### config.mk
export PLATFORM = sky130hd
export DESIGN_NAME = lifo_regstack
export DESIGN_NICKNAME = d
export VERILOG_FILES = /design/src/rtl/regstack_pkg.sv /design/src/rtl/lifo_regstack_store.sv /design/src/rtl/lifo_regstack_ctrl.sv /design/src/rtl/lifo_regstack.sv
export SDC_FILE = /design/constraint.sdc
export NUM_CORES = 1
export LEC_CHECK = 0
export BUFFER_PORTS_ARGS = -buffer_cell sky130_fd_sc_hd__buf_4
export CORE_ASPECT_RATIO = 2
export CORE_UTILIZATION = 49
export CTS_CLUSTER_SIZE = 28
export DETAILED_ROUTE_END_ITERATION = 12
export GPL_ROUTABILITY_DRIVEN = 0
export MAX_ROUTING_LAYER = met4
export PLACE_DENSITY = 0.64
export RECOVER_POWER = 100
export SLEW_MARGIN = 30
export SYNTH_ARGS = -nofsm -noshare
export SYNTH_HDL_FRONTEND = slang
export SYNTH_HIERARCHICAL = 1
export SYNTH_SLANG_ARGS = --single-unit
### constraint.sdc
create_clock -name clk -period 3.5 [get_ports clk]
set_input_delay 0.35 -clock clk [delete_from_list [all_inputs] [get_ports clk]]
set_output_delay 0.35 -clock clk [all_outputs]
set_load 0.01 [all_outputs]
### src/rtl/regstack_pkg.sv
package regstack_pkg;

  typedef enum logic [1:0] {
    REQ_IDLE = 2'd0,
    REQ_PUSH = 2'd1,
    REQ_POP  = 2'd2,
    REQ_BAD  = 2'd3
  } req_e;

  // Decide what a request does given the current occupancy flags.
  function automatic req_e classify(input logic push, input logic pop,
                                    input logic full, input logic empty);
    if (push && pop) return REQ_BAD;
    if (push)        return full  ? REQ_BAD : REQ_PUSH;
    if (pop)         return empty ? REQ_BAD : REQ_POP;
    return REQ_IDLE;
  endfunction

endpackage

### src/rtl/lifo_regstack_store.sv
module lifo_regstack_store #(
  parameter int DATA_W = 8,
  parameter int PTR_W  = 6
) (
  input  logic              clk,
  input  logic              rst_n,
  input  logic              we_i,
  input  logic [PTR_W-1:0]  waddr_i,
  input  logic [DATA_W-1:0] wdata_i,
  input  logic              re_i,
  input  logic [PTR_W-1:0]  raddr_i,
  output logic [DATA_W-1:0] rdata_o
);
  localparam int DEPTH = 1 << PTR_W;

  logic [DATA_W-1:0] word_q [DEPTH];
  logic [DATA_W-1:0] rd_q;

  // One register per position, each with its own address match.
  for (genvar g = 0; g < DEPTH; g++) begin : g_word
    logic sel;
    assign sel = we_i && (waddr_i == PTR_W'(g));
    always_ff @(posedge clk) begin
      if (sel) word_q[g] <= wdata_i;
    end
  end

  // Output register: loads only on an accepted pop.
  always_ff @(posedge clk) begin
    if (!rst_n)    rd_q <= '0;
    else if (re_i) rd_q <= word_q[raddr_i];
  end

  assign rdata_o = rd_q;

endmodule

### src/rtl/lifo_regstack_ctrl.sv
module lifo_regstack_ctrl
  import regstack_pkg::*;
#(
  parameter int PTR_W = 6
) (
  input  logic             clk,
  input  logic             rst_n,
  input  logic             push_i,
  input  logic             pop_i,
  output logic             do_push_o,
  output logic             do_pop_o,
  output logic             bad_req_o,
  output logic [PTR_W-1:0] wr_addr_o,
  output logic [PTR_W-1:0] rd_addr_o,
  output logic [PTR_W-1:0] sp_o,
  output logic             full_o,
  output logic             empty_o,
  output logic             err_o
);

  function automatic logic [PTR_W-1:0] ptr_up(input logic [PTR_W-1:0] p);
    return p + PTR_W'(1);
  endfunction

  function automatic logic [PTR_W-1:0] ptr_down(input logic [PTR_W-1:0] p);
    return p - PTR_W'(1);
  endfunction

  logic [PTR_W-1:0] sp_q;
  logic             full_q;
  logic             empty_q;
  logic             err_q;
  logic [PTR_W-1:0] sp_up;
  logic [PTR_W-1:0] sp_dn;
  req_e             req;

  always_comb begin
    req   = classify(push_i, pop_i, full_q, empty_q);
    sp_up = ptr_up(sp_q);
    sp_dn = ptr_down(sp_q);
  end

  always_ff @(posedge clk) begin
    if (!rst_n) begin
      sp_q    <= '0;
      full_q  <= 1'b0;
      empty_q <= 1'b1;
      err_q   <= 1'b0;
    end else begin
      err_q <= (req == REQ_BAD);
      case (req)
        REQ_PUSH: begin
          sp_q    <= sp_up;
          full_q  <= (sp_up == '0);
          empty_q <= 1'b0;
        end
        REQ_POP: begin
          sp_q    <= sp_dn;
          empty_q <= (sp_dn == '0);
          full_q  <= 1'b0;
        end
        default: ;
      endcase
    end
  end

  assign do_push_o = (req == REQ_PUSH);
  assign do_pop_o  = (req == REQ_POP);
  assign bad_req_o = (req == REQ_BAD);
  assign wr_addr_o = sp_up;
  assign rd_addr_o = sp_q;
  assign sp_o      = sp_q;
  assign full_o    = full_q;
  assign empty_o   = empty_q;
  assign err_o     = err_q;

endmodule

### src/rtl/lifo_regstack.sv
module lifo_regstack #(
  parameter int DATA_W = 8,
  parameter int PTR_W  = 6
) (
  input  logic              clk,
  input  logic              rst_n,
  input  logic              push_i,
  input  logic              pop_i,
  input  logic [DATA_W-1:0] wr_data,
  output logic [DATA_W-1:0] rd_data,
  output logic              full_o,
  output logic              empty_o,
  output logic              err_o
);

  logic             do_push;
  logic             do_pop;
  logic             bad_req;
  logic [PTR_W-1:0] wr_addr;
  logic [PTR_W-1:0] rd_addr;
  logic [PTR_W-1:0] sp_w;

  lifo_regstack_ctrl #(.PTR_W(PTR_W)) u_ctrl (
    .clk       (clk),
    .rst_n     (rst_n),
    .push_i    (push_i),
    .pop_i     (pop_i),
    .do_push_o (do_push),
    .do_pop_o  (do_pop),
    .bad_req_o (bad_req),
    .wr_addr_o (wr_addr),
    .rd_addr_o (rd_addr),
    .sp_o      (sp_w),
    .full_o    (full_o),
    .empty_o   (empty_o),
    .err_o     (err_o)
  );

  lifo_regstack_store #(.DATA_W(DATA_W), .PTR_W(PTR_W)) u_store (
    .clk     (clk),
    .rst_n   (rst_n),
    .we_i    (do_push),
    .waddr_i (wr_addr),
    .wdata_i (wr_data),
    .re_i    (do_pop),
    .raddr_i (rd_addr),
    .rdata_o (rd_data)
  );

endmodule

==> metrics, run 1 <==
area of the multi-input gates 4850 um2; fmax 312 MHz; clock tree sinks 529; Top Ports 23; Final HPWL DP approximately 32000 um; Die Height 295 um; first-pass GRT wire length 71800 um; Slew HR -117%; Pwr Density 565 nW/um2; Die X 148 um; Core Area 42000 um2; crit path max fanout 28; Max-Cap Viols 8; H-tree Lvls 2; Setup crit end kind flop; Root Buffer clkbuf_16; CTS resizes 0; Routed Antenna Nets 0; initial antenna violation count 0; Finish-stage setup viols 0; standby leakage power just over 7 nW; Clock Skew 0.0150 ns; Num CTS Buffers 42; DR pass1 iterations 6; RSZ-0062 raised after global routing false; Max VDD drop approximately 0.55 mV; R2R depth 7; # diodes 0; TNS Setup 0 ns; critical path launch point type flop; Synth Area per Inst 18.8 um2; worst-skew pair later-pin latency approximately 0.55 ns; Initial Util 49.9%; number of global-route vias before repair approximately 11000; fin crit share 91.5%; final WL ~49000 um; critical path class flop to flop; Port Buf Inserts 22; violated checks capacitance limit, slew limit; largest net degree at the start of global routing 69; via/cell ratio 6.01; Slew Limit Fails 520; Crit path arrival time 3.39 ns; total gr overflow 0; Final Critical Period around 3.2 ns; hold buffer count at cts 0; residual DRC count 0; routed len/inst 27.6 um; fraction of layout cells with a size suffix above 1 17.2%; PnR worst setup slack 0.299 ns; total track usage 23.9%; Final Hold Viols 0; pre-CTS setup slack 0.535 ns; register area approximately 16000 um2; Via Count 10700; Cell Area, Synth roughly 21000 um2; Slew @ Worst Pin 3.26 ns; clock tree from TritonCTS yes; # fillers 3215; synth warn 6; CTS max path bufs 3; status finished with violations; Hold WC Path Type input pin to flop; 1st-iter DRT viols ~960; clock-pin slew on the worst setup and hold paths 0.07 ns; Hold Crit Depth 2; Setup Buffers After CTS 0; Req. time, crit path 3.69 ns; Post-Synthesis Cells 1117; synthesis-to-layout area growth 11.5%; Mapped Nets 1136; row count 106; die area ~44000 um2; Final nets 1236
## critical path, stage by stage, from the launching register on
cell      delay [ns]
dfxtp_4         0.65
buf_4           0.46
xor2_1          0.18
clkbuf_1        0.29
nor2b_1         0.35
nand2_1         0.24
nor2_1          0.14
clkbuf_1        0.51
## power by group
group,internal (W),switching (W)
Sequential,0.00702,0.0000619
Clock,0.00270,0.00208
Combinational,0.000508,0.000827
Total,0.0102,0.00297
## state kept, by name (all words and copies together), names as in the netlist
name	count
u_store/rdata_o	8
u_ctrl/full_o	1
u_ctrl/empty_o	1
u_ctrl/rd_addr_o	6
u_ctrl/err_o	1
u_store/word_q	512
## final cells by class
cell class | count | share of cell area, %
Inverter | 6 | 0.0964
Multi-Input combinational cell | 514 | 20.7
Tap cell | 540 | 2.89
Sequential cell | 529 | 67.3
Clock buffer | 59 | 5.17
Clock inverter | 12 | 0.675
Timing Repair Buffer | 124 | 3.14
## metrics by stage
step | instance area [um2] | power [W] | hold slack [ns] | util, % | instances
finish | 23400 | 0.0132 | 0.105 | 55.6 | 1784
global route | 23400 | 0.0136 | 0.0932 | 55.6 | 1784
CTS | 23600 | 0.0133 | 0.0716 | 56.2 | 1784
detailed placement | 22300 | 0.00858 | 0.487 | 52.9 | 1713
global placement | 22300 | 0.00855 | 0.492 | 52.9 | 1713
floorplan | 21000 | 0.00806 | 0.422 | - | 1117
## cell usage in the layout (no fill, tap or decap), drive strengths merged, types with 16 or more instances in the layout
| cell | instances |
|---|---|
| edfxtp | 512 |
| mux2i | 66 |
| buf | 57 |
| mux4 | 64 |
| nor4 | 16 |
| o22ai | 16 |
| a2111oi | 32 |
| nand2 | 16 |
| mux2 | 32 |
| clkbuf | 126 |
| dfxtp | 17 |
| a211oi | 33 |
| nor2b | 38 |
| nor2 | 75 |
| a22o | 48 |
## metal layers
layer | track usage (%) | up-vias | share of wire, %
li1 | - | 4759 | -
met3 | 2.88 | 126 | 3.8
met4 | 12.4 | 0 | 5.8
met5 | - | - | 0
met1 | 25.1 | 5542 | 35
met2 | 43.4 | 300 | 56
## path summary, 6_finish.rpt
path	slack (ns)	to	startpoint
worst min-delay path	0.10	u_ctrl/empty_o$_SDFFE_PN1P_	rst_n
worst min register to register	0.50	u_store/rdata_o[3]$_SDFFE_PN0P_	u_store/rdata_o[3]$_SDFFE_PN0P_
worst max-delay path	0.30	u_store/word_q[5][7]$_DFFE_PP_	u_ctrl/rd_addr_o[2]$_SDFFE_PN0P_
worst max register to register	0.30	u_store/word_q[5][7]$_DFFE_PP_	u_ctrl/rd_addr_o[2]$_SDFFE_PN0P_
Power figures use the tool's default switching activity.
==> inputs of run 2 (changes only) <==
--- a/config.mk
+++ b/config.mk
@@ -10,9 +10,7 @@
 export CORE_UTILIZATION = 49
 export CTS_CLUSTER_SIZE = 28
 export DETAILED_ROUTE_END_ITERATION = 12
-export GPL_ROUTABILITY_DRIVEN = 0
 export MAX_ROUTING_LAYER = met4
-export PLACE_DENSITY = 0.64
 export RECOVER_POWER = 100
 export SLEW_MARGIN = 30
 export SYNTH_ARGS = -nofsm -noshare
==> run 2 against run 1 <==
Effect of this change:
- the run still ends with capacitance limit, slew limit left
- worst hold slack got worse by 0.0013 ns
- register-to-register slack got worse by 0.04 ns
- worst setup slack got worse by 0.042 ns
- power rose by 0.84%
- die area did not move
- global-route usage fell by 0.30 points
- sequential power barely moved
==> metrics, run 2 (synthesis gave the netlist of run 1 again) <==
Core Util, Final between 50% and 60%; most frequent cells in the layout edfxtp_1 (512), clkbuf_1 (80), nor2_1 (74), mux2i_1 (66), mux4_2 (56); Setup crit end kind flop; clock tree from TritonCTS yes; Final Hold Viols 0; 1st-iter DRT viols 784; largest net degree at the start of global routing 76; Final nets 1233; RePlAce Congestion 0.914; fraction of layout cells with a size suffix above 1 17.1%; clock-pin slew on the worst setup and hold paths approximately 0.070 ns; placed insts roughly 1700; # fillers 3252; register share of total power roughly 53%; pre-CTS setup slack 0.402 ns; Die Height 295 um; row count 106; CP cell instances clkbuf_4 > mux2i_1 > a22o_1 > a2111oi_0 > nor4_1 > o221ai_1; Critical Path Max Stage Delay 0.87 ns; total track usage 23.6%; TNS Setup 0 ns; hold buffer count at cts 0; worst-skew pair later-pin latency 0.56 ns; Initial Util 49.9%; Max VDD drop 0.677 mV; DP Area roughly 22000 um2; Req. time, crit path 3.96 ns; proportion of power drawn by the clock network 37.0%; internal power 0.0103 W; Routed Antenna Nets 0; fin crit share 92.7%; Num CTS Buffers 44; most common cell after layout, fill and taps aside edfxtp_1; synthesis-to-layout area growth 11.5%; standby leakage power 7.08 nW; violated checks capacitance limit, slew limit; filler-free cell count of the finished design 1789; initial antenna violation count 0; H-tree Lvls 2; Sw Share ~23%; fin area 23400 um2; Final Critical Period 3.24 ns; total gr overflow 0; Die X 148 um; Setup Buffers After CTS 0; Slew Limit Fails 520; PnR worst setup slack approximately 0.26 ns; residual DRC count 0; cell with the biggest individual delay on the critical path clkbuf_4; Core Area 42000 um2; number of global-route vias before repair 11000; NetSw 0.00305 W; CTS max path bufs 3; die area approximately 44000 um2; routed len/inst 27.0 um; Finish-stage setup viols 0; DR pass1 iterations 5; Hold WC Path Type input pin to flop; critical path launch point type flop; clock tree sinks 529; Max-Cap Viols 8; final WL 48300 um; RSZ-0062 raised after global routing false; critical path class flop to flop; crit path max fanout 60; # diodes 0; via/cell ratio 5.95; Gate power share just under 10%; CTS resizes 0; Hold Crit Depth 2; Via Count 10600; Biggest register u_store/word_q; Top Ports 23; Root Buffer clkbuf_16; Crit path arrival time 3.70 ns; Final HPWL DP around 32000 um; first-pass GRT wire length 71200 um; Port Buf Inserts 22; Pwr Density 569 nW/um2; Clock Skew around 0.016 ns; Slew HR -108%; fmax 308 MHz; R2R depth 6; max FFs per register just over 500; Slew @ Worst Pin about 3.1 ns; status finished with violations
-- run 2: cell types whose count changed in the layout (fill, tap and decap cells not counted), moves of 3 or more --
cell | previous run | this run
a2111oi_0 | 24 | 12
a2111oi_1 | 6 | 11
a2111oi_2 | 2 | 9
buf_12 | 4 | 1
buf_4 | 53 | 41
clkbuf_1 | 76 | 80
clkbuf_8 | 3 | 0
clkinv_1 | 2 | 10
clkinv_2 | 6 | 9
clkinvlp_4 | 0 | 3
inv_6 | 0 | 4
-- run 2: power groups by stage --
stage / clock network, W / logic, W / registers, W
CTS: 0.00500 / 0.00134 / 0.00708
floorplan: 0 / 0.000886 / 0.00717
finish: 0.00492 / 0.00130 / 0.00709
global placement: 0 / 0.00131 / 0.00721
detailed placement: 0 / 0.00133 / 0.00722
global route: 0.00522 / 0.00138 / 0.00710
-- run 2: per-layer routing --
metal  track usage, %  share of wire [%]  routed length, um  vias to the layer above
met5                -                  0                  0                        -
met1             24.9                 36              17200                     5507
met3             2.52                3.4               1670                      119
met4             12.0                5.3               2570                        0
met2             43.0                 56              26900                      269
li1                 -                  -                  -                     4754
-- run 2: worst max-delay path: cells and delay by family, from the launching register on --
kind / cells / cell delay (ns)
DFF: 1 / 0.64
muxes: 1 / 0.16
AOI/OAI and AO/OA: 3 / 1.29
and+or+nand+nor: 1 / 0.13
buffers and inverters: 1 / 0.87
-- run 2: worst paths after layout --
path	slack [ns]	endpoint	from
hold reg to reg	0.55	u_ctrl/full_o$_SDFFE_PN0P_	u_ctrl/full_o$_SDFFE_PN0P_
setup / recovery	0.26	u_store/rdata_o[0]$_SDFFE_PN0P_	u_ctrl/rd_addr_o[2]$_SDFFE_PN0P_
setup reg to reg	0.26	u_store/rdata_o[0]$_SDFFE_PN0P_	u_ctrl/rd_addr_o[2]$_SDFFE_PN0P_
hold / removal	0.10	u_ctrl/empty_o$_SDFFE_PN1P_	rst_n
-- run 2: cell type report --
| class | count | area, um2 | area share [%] |
|---|---|---|---|
| Clock buffer | 49 | 1140 | 4.88 |
| Clock inverter | 32 | 299 | 1.28 |
| Inverter | 6 | 22.5 | 0.0963 |
| Multi-Input combinational cell | 514 | 4900 | 21.0 |
| Sequential cell | 529 | 15700 | 67.2 |
| Tap cell | 540 | 676 | 2.89 |
| Timing Repair Buffer | 119 | 621 | 2.65 |
-- run 2: metrics by stage --
step	hold WS, ns	power [W]
global placement	0.529	0.00852
detailed placement	0.526	0.00855
CTS	0.0718	0.0134
global route	0.101	0.0137
finish	0.104	0.0133
floorplan	0.422	0.00806
